==> config.mk <==
export PLATFORM = sky130hd
export DESIGN_NAME = dma_irq_unit
export DESIGN_NICKNAME = d
export VERILOG_FILES = /design/src/rtl/dma_irq_pkg.sv /design/src/rtl/dma_irq_pend_bank.sv /design/src/rtl/dma_irq_mask_bank.sv /design/src/rtl/dma_irq_lowest_find.sv /design/src/rtl/dma_irq_unit.sv
export SDC_FILE = /design/constraint.sdc
export NUM_CORES = 1
export LEC_CHECK = 0
export ABC_CLOCK_PERIOD_IN_PS = 2660
export BUFFER_PORTS_ARGS = -buffer_cell sky130_fd_sc_hd__clkbuf_2
export CELL_PAD_IN_SITES_DETAIL_PLACEMENT = 1
export CELL_PAD_IN_SITES_GLOBAL_PLACEMENT = 1
export CORE_UTILIZATION = 39
export DETAILED_ROUTE_END_ITERATION = 10
export HOLD_SLACK_MARGIN = 0.08
export PLACE_DENSITY_LB_ADDON = 0.1
export SLEW_MARGIN = 30
export SYNTH_ARGS = -nofsm -noshare
export SYNTH_HDL_FRONTEND = slang
export SYNTH_SLANG_ARGS = --single-unit
==> constraint.sdc <==
create_clock -name clk -period 2.66 [get_ports clk]
set_clock_uncertainty 0.15 [all_clocks]
set_input_delay 0.266 -clock clk [delete_from_list [all_inputs] [get_ports clk]]
set_output_delay 0.266 -clock clk [all_outputs]
set_load 0.005 [all_outputs]
==> src/rtl/dma_irq_pkg.sv <==
package dma_irq_pkg;

    typedef enum logic {
        SEL_PEND = 1'b0,
        SEL_MASK = 1'b1
    } reg_sel_e;

    localparam int unsigned DEF_NUM_SRC = 32;
    localparam int unsigned DEF_GRP_W   = 8;

endpackage

==> src/rtl/dma_irq_pend_bank.sv <==
module dma_irq_pend_bank #(
    parameter int unsigned NUM_SRC = 32
) (
    input  logic               clk,
    input  logic               rst_n,
    input  logic [NUM_SRC-1:0] set_vec,
    input  logic [NUM_SRC-1:0] clr_vec,
    output logic [NUM_SRC-1:0] pend
);

    typedef struct packed {
        logic [NUM_SRC-1:0] bits;
    } pend_st_t;

    pend_st_t st_d, st_q;

    // Clear first, then set: a pulse in the same cycle dominates.
    always_comb begin
        st_d      = st_q;
        st_d.bits = (st_q.bits & ~clr_vec) | set_vec;
    end

    always_ff @(posedge clk or negedge rst_n) begin
        if (!rst_n) st_q <= '{bits: '0};
        else        st_q <= st_d;
    end

    assign pend = st_q.bits;

endmodule

==> src/rtl/dma_irq_mask_bank.sv <==
module dma_irq_mask_bank #(
    parameter int unsigned NUM_SRC = 32
) (
    input  logic               clk,
    input  logic               rst_n,
    input  logic               load,
    input  logic [NUM_SRC-1:0] load_val,
    output logic [NUM_SRC-1:0] mask
);

    typedef struct packed {
        logic [NUM_SRC-1:0] bits;
    } mask_st_t;

    mask_st_t st_d, st_q;

    always_comb begin
        st_d = st_q;
        if (load) st_d.bits = load_val;
    end

    // Every source comes out of reset disabled.
    always_ff @(posedge clk or negedge rst_n) begin
        if (!rst_n) st_q <= '{bits: '1};
        else        st_q <= st_d;
    end

    assign mask = st_q.bits;

endmodule

==> src/rtl/dma_irq_lowest_find.sv <==
module dma_irq_lowest_find #(
    parameter int unsigned NUM_SRC = 32,
    parameter int unsigned GRP_W   = 8
) (
    input  logic [NUM_SRC-1:0]         vec,
    output logic                       found,
    output logic [$clog2(NUM_SRC)-1:0] idx
);

    localparam int unsigned NUM_GRP = NUM_SRC / GRP_W;
    localparam int unsigned IDX_W   = $clog2(NUM_SRC);
    localparam int unsigned LOC_W   = $clog2(GRP_W);

    logic [NUM_GRP-1:0]       grp_any;
    logic [NUM_GRP*LOC_W-1:0] grp_loc;

    // First level: each group finds its own lowest bit.
    for (genvar g = 0; g < NUM_GRP; g++) begin : g_grp
        logic [GRP_W-1:0] slice;
        logic [LOC_W-1:0] loc;

        assign slice = vec[g*GRP_W +: GRP_W];

        always_comb begin
            loc = '0;
            for (int b = GRP_W - 1; b >= 0; b--) begin
                if (slice[b]) loc = LOC_W'(b);
            end
        end

        assign grp_any[g]                 = |slice;
        assign grp_loc[g*LOC_W +: LOC_W]  = loc;
    end

    // Second level: the lowest group with a hit wins.
    always_comb begin
        idx = '0;
        for (int g = NUM_GRP - 1; g >= 0; g--) begin
            if (grp_any[g]) begin
                idx = IDX_W'(g * GRP_W) + IDX_W'(grp_loc[g*LOC_W +: LOC_W]);
            end
        end
    end

    assign found = |grp_any;

endmodule

==> src/rtl/dma_irq_unit.sv <==
module dma_irq_unit
    import dma_irq_pkg::*;
#(
    parameter int unsigned NUM_SRC = DEF_NUM_SRC,
    parameter int unsigned GRP_W   = DEF_GRP_W
) (
    input  logic                       clk,
    input  logic                       rst_n,
    input  logic [NUM_SRC-1:0]         src_pulse,
    input  logic                       reg_wr_en,
    input  logic                       reg_sel,
    input  logic [NUM_SRC-1:0]         reg_wdata,
    input  logic                       reg_rd_sel,
    output logic [NUM_SRC-1:0]         reg_rdata,
    output logic                       irq_req,
    output logic                       svc_valid,
    output logic [$clog2(NUM_SRC)-1:0] svc_index
);

    localparam int unsigned IDX_W = $clog2(NUM_SRC);

    typedef struct packed {
        logic [NUM_SRC-1:0] clr_vec;
        logic               mask_load;
        logic [NUM_SRC-1:0] enabled;
        logic [NUM_SRC-1:0] rdata;
    } ctl_t;

    ctl_t               ctl;
    logic [NUM_SRC-1:0] pend_vec;
    logic [NUM_SRC-1:0] mask_vec;
    logic               find_hit;
    logic [IDX_W-1:0]   find_idx;

    always_comb begin
        ctl           = '0;
        ctl.mask_load = reg_wr_en && (reg_sel_e'(reg_sel) == SEL_MASK);
        if (reg_wr_en && (reg_sel_e'(reg_sel) == SEL_PEND)) ctl.clr_vec = reg_wdata;
        ctl.enabled   = pend_vec & ~mask_vec;
        ctl.rdata     = (reg_sel_e'(reg_rd_sel) == SEL_MASK) ? mask_vec : pend_vec;
    end

    dma_irq_pend_bank #(.NUM_SRC(NUM_SRC)) u_pend (
        .clk     (clk),
        .rst_n   (rst_n),
        .set_vec (src_pulse),
        .clr_vec (ctl.clr_vec),
        .pend    (pend_vec)
    );

    dma_irq_mask_bank #(.NUM_SRC(NUM_SRC)) u_mask (
        .clk      (clk),
        .rst_n    (rst_n),
        .load     (ctl.mask_load),
        .load_val (reg_wdata),
        .mask     (mask_vec)
    );

    dma_irq_lowest_find #(.NUM_SRC(NUM_SRC), .GRP_W(GRP_W)) u_find (
        .vec   (ctl.enabled),
        .found (find_hit),
        .idx   (find_idx)
    );

    assign reg_rdata = ctl.rdata;
    assign irq_req   = |ctl.enabled;
    assign svc_valid = find_hit;
    assign svc_index = find_hit ? find_idx : '0;

endmodule

==> out/results.md, run 1 <==
Drt
- 3126 — vias post-DR
- 0 — DRC violation count after routing
- 16.43 microns — detailed-route wire length per cell
- 4 — number of search-and-repair iterations in the first detailed-routing pass
- 5.018 — vias per cell
- 10240 microns — post-detailed-routing wire length
- 53 — DRC marker count from the first detailed-route iteration
- 0 — count of antenna-violating nets left after detailed routing

Synthesis
- 33 — unique cell type count in the Yosys netlist
- 374 — net count after synthesis
- 48.45% — register area share after synthesis
- 64 — total of flip-flops plus latches after synthesis
- 3388 sq um — combined area of all synthesized cells
- 11.11 sq um — post-synthesis area per instance
- 0 — Synth Warn #
- 305 — cell count after synthesis

Clock tree
- 0.08 ns — Clk pin slew, worst setup/hold paths
- 2 — number of buffers on the longest clock path
- done — CTS tree
- 9 — number of buffers created by CTS
- 3 — number of levels in the clock H-tree
- 0.33 ns — worst-skew pair later-pin latency
- clkbuf_8 — Root Buffer Master
- 64 — Clock Sink Count

Setup path
- svc_index[0] — critical path endpoint
- 1.23 ns — setup slack of the most critical reg-to-reg path
- dfstp_2 — slowest stage cell on the critical path
- 2.24 ns — required time worst endpoint
- u_pend.pend[1]$_DFF_PN0_ — R2R Path Start
- flop — Worst Setup Start Kind
- reg2out — category of the most critical setup path
- u_pend.pend[1]$_DFF_PN0_ — r2r endpoint
- nand2b_1 > nand2_1 > nor3_1 > nand3_1 > a211o_1 > o22ai_1 > buf_2 — Critical Path, Cell by Cell
- u_mask.mask[3]$_DFFE_PN1P_ — startpoint of the most critical setup path
- 1 — count of buffer and inverter cells on the critical path
- simple AND/OR/NAND/NOR gates — Top delay family on crit path
- output port — Critical Path End Type
- 7 — logic depth of the worst setup path including buffers
- 2.20 ns — Arr. time, crit path
- 3 — worst-path maximum fanout
- 2 — number of cells traversed by the worst register-to-register path
- 0.55 ns — Crit path largest cell delay

Die
- 95.21 microns — height of the chip
- 8299 sq um — Core Region
- 9065 sq um — DIE AREA
- 95.21 microns — die span in x
- 108 — boundary pin count
- 40.83% — effective utilization at floorplan
- 33 — number of standard-cell rows in the floorplan

Power
- 759.2 uW — power dissipated by switching net loads
- 27.7% — clock share of power
- 504.6 nW/um^2 — PD cells
- 0.2695 mV — Peak supply drop
- 0.002149 uW — leakage power summed over all cells
- 1876 uW — Internal
- 28.81% — net switching share of the total power
- 26.8% — fraction of power consumed by combinational cells
- 45.5% — register share of total power

STA
- 0 — final hold violation count
- true — unrepaired setup endpoints after global routing
- 0 — final max-slew violation count
- 98.41% — post-route clock period utilization
- 0 — final setup fails
- 0.8267 ns — Tightest Pin Transition
- 0.04224 ns — PnR worst setup slack
- 382.0 MHz — maximum clock frequency
- 44.89% — max_slew headroom
- 2.618 ns — min Tclk post-route

Final layout
- 54.14% — growth of design area from synthesis to finish
- 44.79% — share of post-route cells with drive strength above 1
- 0 — antenna fix cells
- 623 — final instance count without filler cells
- 583 — Layout Nets

GRT
- 16430 microns — first-pass GRT wire length
- 3446 — number of global-route vias before repair
- 24.05% — GRT Resource Usage Total
- 0 — gr ovfl total
- 0 — number of antenna violations at the first check in global routing
- 65 — pin count of the biggest net entering global routing

Place
- 107 — Port Buffers
- 6162 microns — HPWL after detailed placement
- 509 — number of placed cells counting well taps
- 0.6986 — global placement routability congestion
- 0.2487 ns — pre-CTS setup slack

Outcome
- finished, final reports clean — status

Flow run
- 0 — Maximum Capacitance Violations

Min path
- reg2reg — type of the worst min-delay path

==> how the worst min path moves through the flow <==
stage | startpoint | end | slack [ns] | cells after the start
2_1_floorplan | rst_n | u_pend.pend[0]$_DFF_PN0_ | -0.18 | 0
3_3_place_gp | src_pulse[3] | u_pend.pend[3]$_DFF_PN0_ | 0.29 | 2
3_5_place_dp | src_pulse[29] | u_pend.pend[29]$_DFF_PN0_ | 0.30 | 2
4_1_cts | u_mask.mask[31]$_DFFE_PN1P_ | u_mask.mask[31]$_DFFE_PN1P_ | 0.47 | 1
5_1_grt | u_mask.mask[13]$_DFFE_PN1P_ | u_mask.mask[13]$_DFFE_PN1P_ | 0.49 | 1
6_report | u_mask.mask[31]$_DFFE_PN1P_ | u_mask.mask[31]$_DFFE_PN1P_ | 0.47 | 1
==> layout make-up <==
cell class / instances / area [sq um]
multi-input cells: 226 / 1709
clock inverters: 2 / 10.01
inverters: 3 / 11.26
flip-flops and latches: 64 / 1642
fillers: 910 / 3077
repair buffers: 210 / 1570
well taps: 105 / 131.4
clock buffers: 13 / 148.9
==> sequential cells by signal (all words and copies together) (netlist names) <==
register / cells
u_mask.mask: 32
u_pend.pend: 32
==> timing repair <==
item	4_1_cts	5_1_grt
pin swaps	1	0
hold buffers	97	0
setup buffers	2	0
resized for setup	2	8
endpoints found under the setup margin	2	5
endpoints found under the hold margin	96	0
==> synthesized netlist by cell type (all sizes together) <==
cell type	number	area share (%)
a31oi	4	0.74
nand4	5	0.92
a21oi	6	0.89
nor2b	15	3.0
nand2	43	4.8
and2b	1	0.30
a211o	1	0.26
a21boi	1	0.22
mux2	64	21
a221oi	1	0.26
dfstp	32	25
buf	7	0.89
nor4b	1	0.70
a21o	32	7.1
o21bai	2	0.44
nor2	7	0.78
clkbuf	5	0.55
o21ai	9	1.3
inv	3	0.33
dfrtp	32	24
nor3	1	0.15
o31ai	2	0.44
a211oi	1	0.22
o211ai	1	0.22
nor4	2	0.81
o22ai	1	0.18
o211a	1	0.30
nand3	3	0.44
nand2b	22	4.1
==> cell usage in the layout, fill, tap and decap left out, drive strengths merged, types with 5 or more instances in the layout <==
master,count
dlygate4sd3,97
mux2,64
nor2b,15
a21oi,6
nand2,43
nand2b,22
clkbuf,116
o21ai,9
a21o,32
dfrtp,32
buf,10
dfstp,32
nand4,5
nor2,7
==> worst reg2reg max path, cell delays in order (launching register included) <==
cell and delay, ns:
dfrtp_1 0.41, a21o_1 0.18, dlygate4sd3_1 0.57
==> stage by stage <==
| stage | cell area (sq um) | utilization (%) | setup TNS (ns) | power, uW | hold WS, ns |
|---|---|---|---|---|---|
| floorplan | 3388 | - | 0 | 1550 | -0.1796 |
| global placement | 4051 | 48.82 | 0 | 1776 | 0.2938 |
| detailed placement | 4051 | 48.82 | 0 | 1794 | 0.2978 |
| CTS | 5209 | 62.76 | 0 | 2645 | 0.4746 |
| global route | 5223 | 62.93 | -0.3571 | 2775 | 0.4889 |
| finish | 5223 | 62.93 | 0 | 2635 | 0.4741 |
==> per-layer routing <==
metal | track usage (%) | part of all wire, %
met1 | 27.46 | 43
met2 | 45.12 | 53
met3 | 4.306 | 3.5
met4 | 7.197 | 1.3
met5 | 0 | 0
==> logic make-up (layout without fill, tap and decap cells) <==
kind of cell    after synthesis  in the layout  synth area share [%]
flops                        64             64                 48.45
mux                          64             64                 21.27
compound gates               62             62                 12.59
buf+inv                      15            228                 1.773
simple gates                100            100                 15.92
==> power groups by stage <==
| stage | Clock (uW) | Sequential [uW] | Combinational, uW |
|---|---|---|---|
| after floorplan | 0 | 1190 | 362 |
| after global placement | 0 | 1200 | 574 |
| after detailed placement | 0 | 1210 | 582 |
| after CTS | 747 | 1200 | 702 |
| after global routing | 783 | 1220 | 775 |
| final | 729 | 1200 | 707 |
Note: power is estimated with default switching activity, not from simulation.
==> run 2, diff against run 1 <==
Settings changed: PLACE_DENSITY set to 0.88, PLACE_DENSITY_LB_ADDON 0.1 to not set.
==> run 2 against run 1 <==
  * Hold slack lost 0.28 ns
  * Sequential power is essentially flat
  * The run now ends with setup timing left
  * Clock power grew 11%
  * Setup slack lost 0.069 ns
  * Utilization grew 0.90 points
  * Global-route usage grew 3.0 points
  * Highest routed layer unchanged
  * Critical endpoint is now svc_valid
  * Via count grew 4.5%
  * Count of clock-buffer cells in the layout shrank 1
==> out/results.md, run 2 (synthesized netlist as in run 1, its figures left out) <==
Clock tree
- done — CTS tree
- clkbuf_8 — Root Buffer Master
- 64 — Clock Sink Count, unchanged
- 9 — number of buffers created by CTS, unchanged
- 0.33 ns — worst-skew pair later-pin latency, about the same
- 0.07 ns — Clk pin slew, worst setup/hold paths, about the same
- 3 — number of levels in the clock H-tree, unchanged
- 2 — number of buffers on the longest clock path, unchanged

Place
- 4064 sq um — placed standard-cell area, +0.31%
- 107 — Port Buffers, unchanged
- 0.2322 ns — pre-CTS setup slack, -0.01656 ns
- 0.7565 — global placement routability congestion, +8.3%
- 6464 microns — HPWL after detailed placement, +4.9%

Power
- 0.002190 uW — leakage power summed over all cells, +1.9%
- 0.3384 mV — Peak supply drop, +26%
- 522.0 nW/um^2 — PD cells, +3.5%

GRT
- 0 — gr ovfl total, unchanged
- 18330 microns — first-pass GRT wire length, +12%
- 0 — number of antenna violations at the first check in global routing, unchanged
- 27.06% — GRT Resource Usage Total, +3.0 points
- 3665 — number of global-route vias before repair, +6.4%
- 34 — pin count of the biggest net entering global routing, -48%

Die
- 95.21 microns — die span in x, unchanged
- 9065 sq um — DIE AREA, unchanged
- 95.21 microns — height of the chip, unchanged
- 40.83% — effective utilization at floorplan, unchanged
- 8299 sq um — Core Region, unchanged
- 33 — number of standard-cell rows in the floorplan, unchanged
- 108 — boundary pin count, unchanged

Drt
- 0 — DRC violation count after routing, unchanged
- 3268 — vias post-DR, +4.5%
- 11790 microns — post-detailed-routing wire length, +15%
- 18.78 microns — detailed-route wire length per cell, +14%
- 5.204 — vias per cell, +3.7%
- 60 — DRC marker count from the first detailed-route iteration, +13%
- 4 — number of search-and-repair iterations in the first detailed-routing pass, unchanged
- 0 — count of antenna-violating nets left after detailed routing, unchanged

STA
- 64.30% — max_slew headroom, +19 points
- 3 — final setup fails, +3
- 2.687 ns — min Tclk post-route, +0.06875 ns
- -0.02650 ns — PnR worst setup slack, -0.06875 ns
- 0 — final hold violation count, unchanged
- true — unrepaired setup endpoints after global routing
- 0 — final max-slew violation count, unchanged
- 372.2 MHz — maximum clock frequency, -2.6%
- 101.0% — post-route clock period utilization, +2.6 points
- 0.5356 ns — Tightest Pin Transition, -0.2911 ns

Final layout
- clkbuf_2 — most common cell after layout, fill and taps aside
- 587 — Layout Nets, +0.69%
- 45.51% — share of post-route cells with drive strength above 1, +0.72 points
- clkbuf_2, dlygate4sd3_1, mux2_2, nand2_1 — commonest cells after routing, fill and taps aside
- 893 — count of filler cells inserted in the layout, -1.9%
- 5298 sq um — final cell area excluding filler cells, +1.4%
- 0 — antenna fix cells, unchanged
- 56.35% — growth of design area from synthesis to finish

Outcome
- complete, but fails checks — status
- setup timing — violated checks

Setup path
- reg2out — category of the most critical setup path
- 2.27 ns — Arr. time, crit path, +0.07 ns
- 3 — worst-path maximum fanout, unchanged
- flop — Worst Setup Start Kind
- 2.24 ns — required time worst endpoint, about the same
- 1.21 ns — setup slack of the most critical reg-to-reg path, -0.02 ns
- output port — Critical Path End Type

Min path
- in2async — type of the worst min-delay path

Flow run
- 0 — Maximum Capacitance Violations, unchanged

-- run 2: area by class of cell --
cell class | instances | area (sq um) | share of cell area, %
Multi-Input combinational cell | 226 | 1713 | 32.33
Sequential cell | 64 | 1642 | 30.99
Timing Repair Buffer | 214 | 1620 | 30.59
Clock buffer | 12 | 135.1 | 2.551
Tap cell | 105 | 131.4 | 2.480
Clock inverter | 4 | 45.04 | 0.8503
Inverter | 3 | 11.26 | 0.2126
-- run 2: metal layers --
metal	wire, microns	up-vias	GRT usage [%]
met5	0	-	0
li1	-	1500	-
met4	210	0	8.838
met1	4688	1657	29.97
met2	6514	88	52.08
met3	381	23	4.067
-- run 2: per-stage QoR --
stage / hold slack, ns / TNS [ns] / std cells / power [uW] / util, %
floorplan: -0.1796 / 0 / 305 / 1550 / -
global placement: 0.2443 / 0 / 509 / 1774 / 48.97
detailed placement: 0.2600 / 0 / 509 / 1805 / 48.97
global route: 0.2139 / -0.7253 / 628 / 2893 / 63.83
finish: 0.1971 / -0.07336 / 628 / 2766 / 63.83
CTS: 0.3947 / 0 / 624 / 2731 / 63.09
-- run 2: timing repair --
item | in CTS | in global routing
buffers inserted | 3 | 3
pin swaps | 1 | 5
endpoints found under the hold margin | 80 | 0
resized for setup | 2 | 8
hold buffers | 96 | 0
setup endpoints to repair | 2 | 6
-- run 2: critical path, cell delays in order, from the launching register on --
cell and delay (ns):
dfstp_2 0.53, and2b_4 0.20, nor4_4 0.24, nor4b_4 0.34
buf_4 0.19, inv_1 0.05, nor2_2 0.12, nand2_1 0.12
clkbuf_2 0.16
-- run 2: path summary, 6_finish.rpt --
| path | start | endpoint | cells past startpoint |
|---|---|---|---|
| worst min-delay path | rst_n | u_pend.pend[4]$_DFF_PN0_ | 2 |
| max in group asynchronous | rst_n | u_mask.mask[17]$_DFFE_PN1P_ | 3 |
| worst max register to register | u_pend.pend[2]$_DFF_PN0_ | u_pend.pend[2]$_DFF_PN0_ | 2 |
| worst min register to register | u_pend.pend[18]$_DFF_PN0_ | u_pend.pend[18]$_DFF_PN0_ | 1 |
| worst max-delay path | u_mask.mask[9]$_DFFE_PN1P_ | svc_valid | 8 |
| min in group clk | u_pend.pend[18]$_DFF_PN0_ | u_pend.pend[18]$_DFF_PN0_ | 1 |
-- run 2: power breakdown --
part	internal, uW	switching, uW	leakage, uW	total, uW
logic	408	348	0.00146	756
registers	1130	77.8	0.000639	1200
clock network	430	377	0.0000941	807
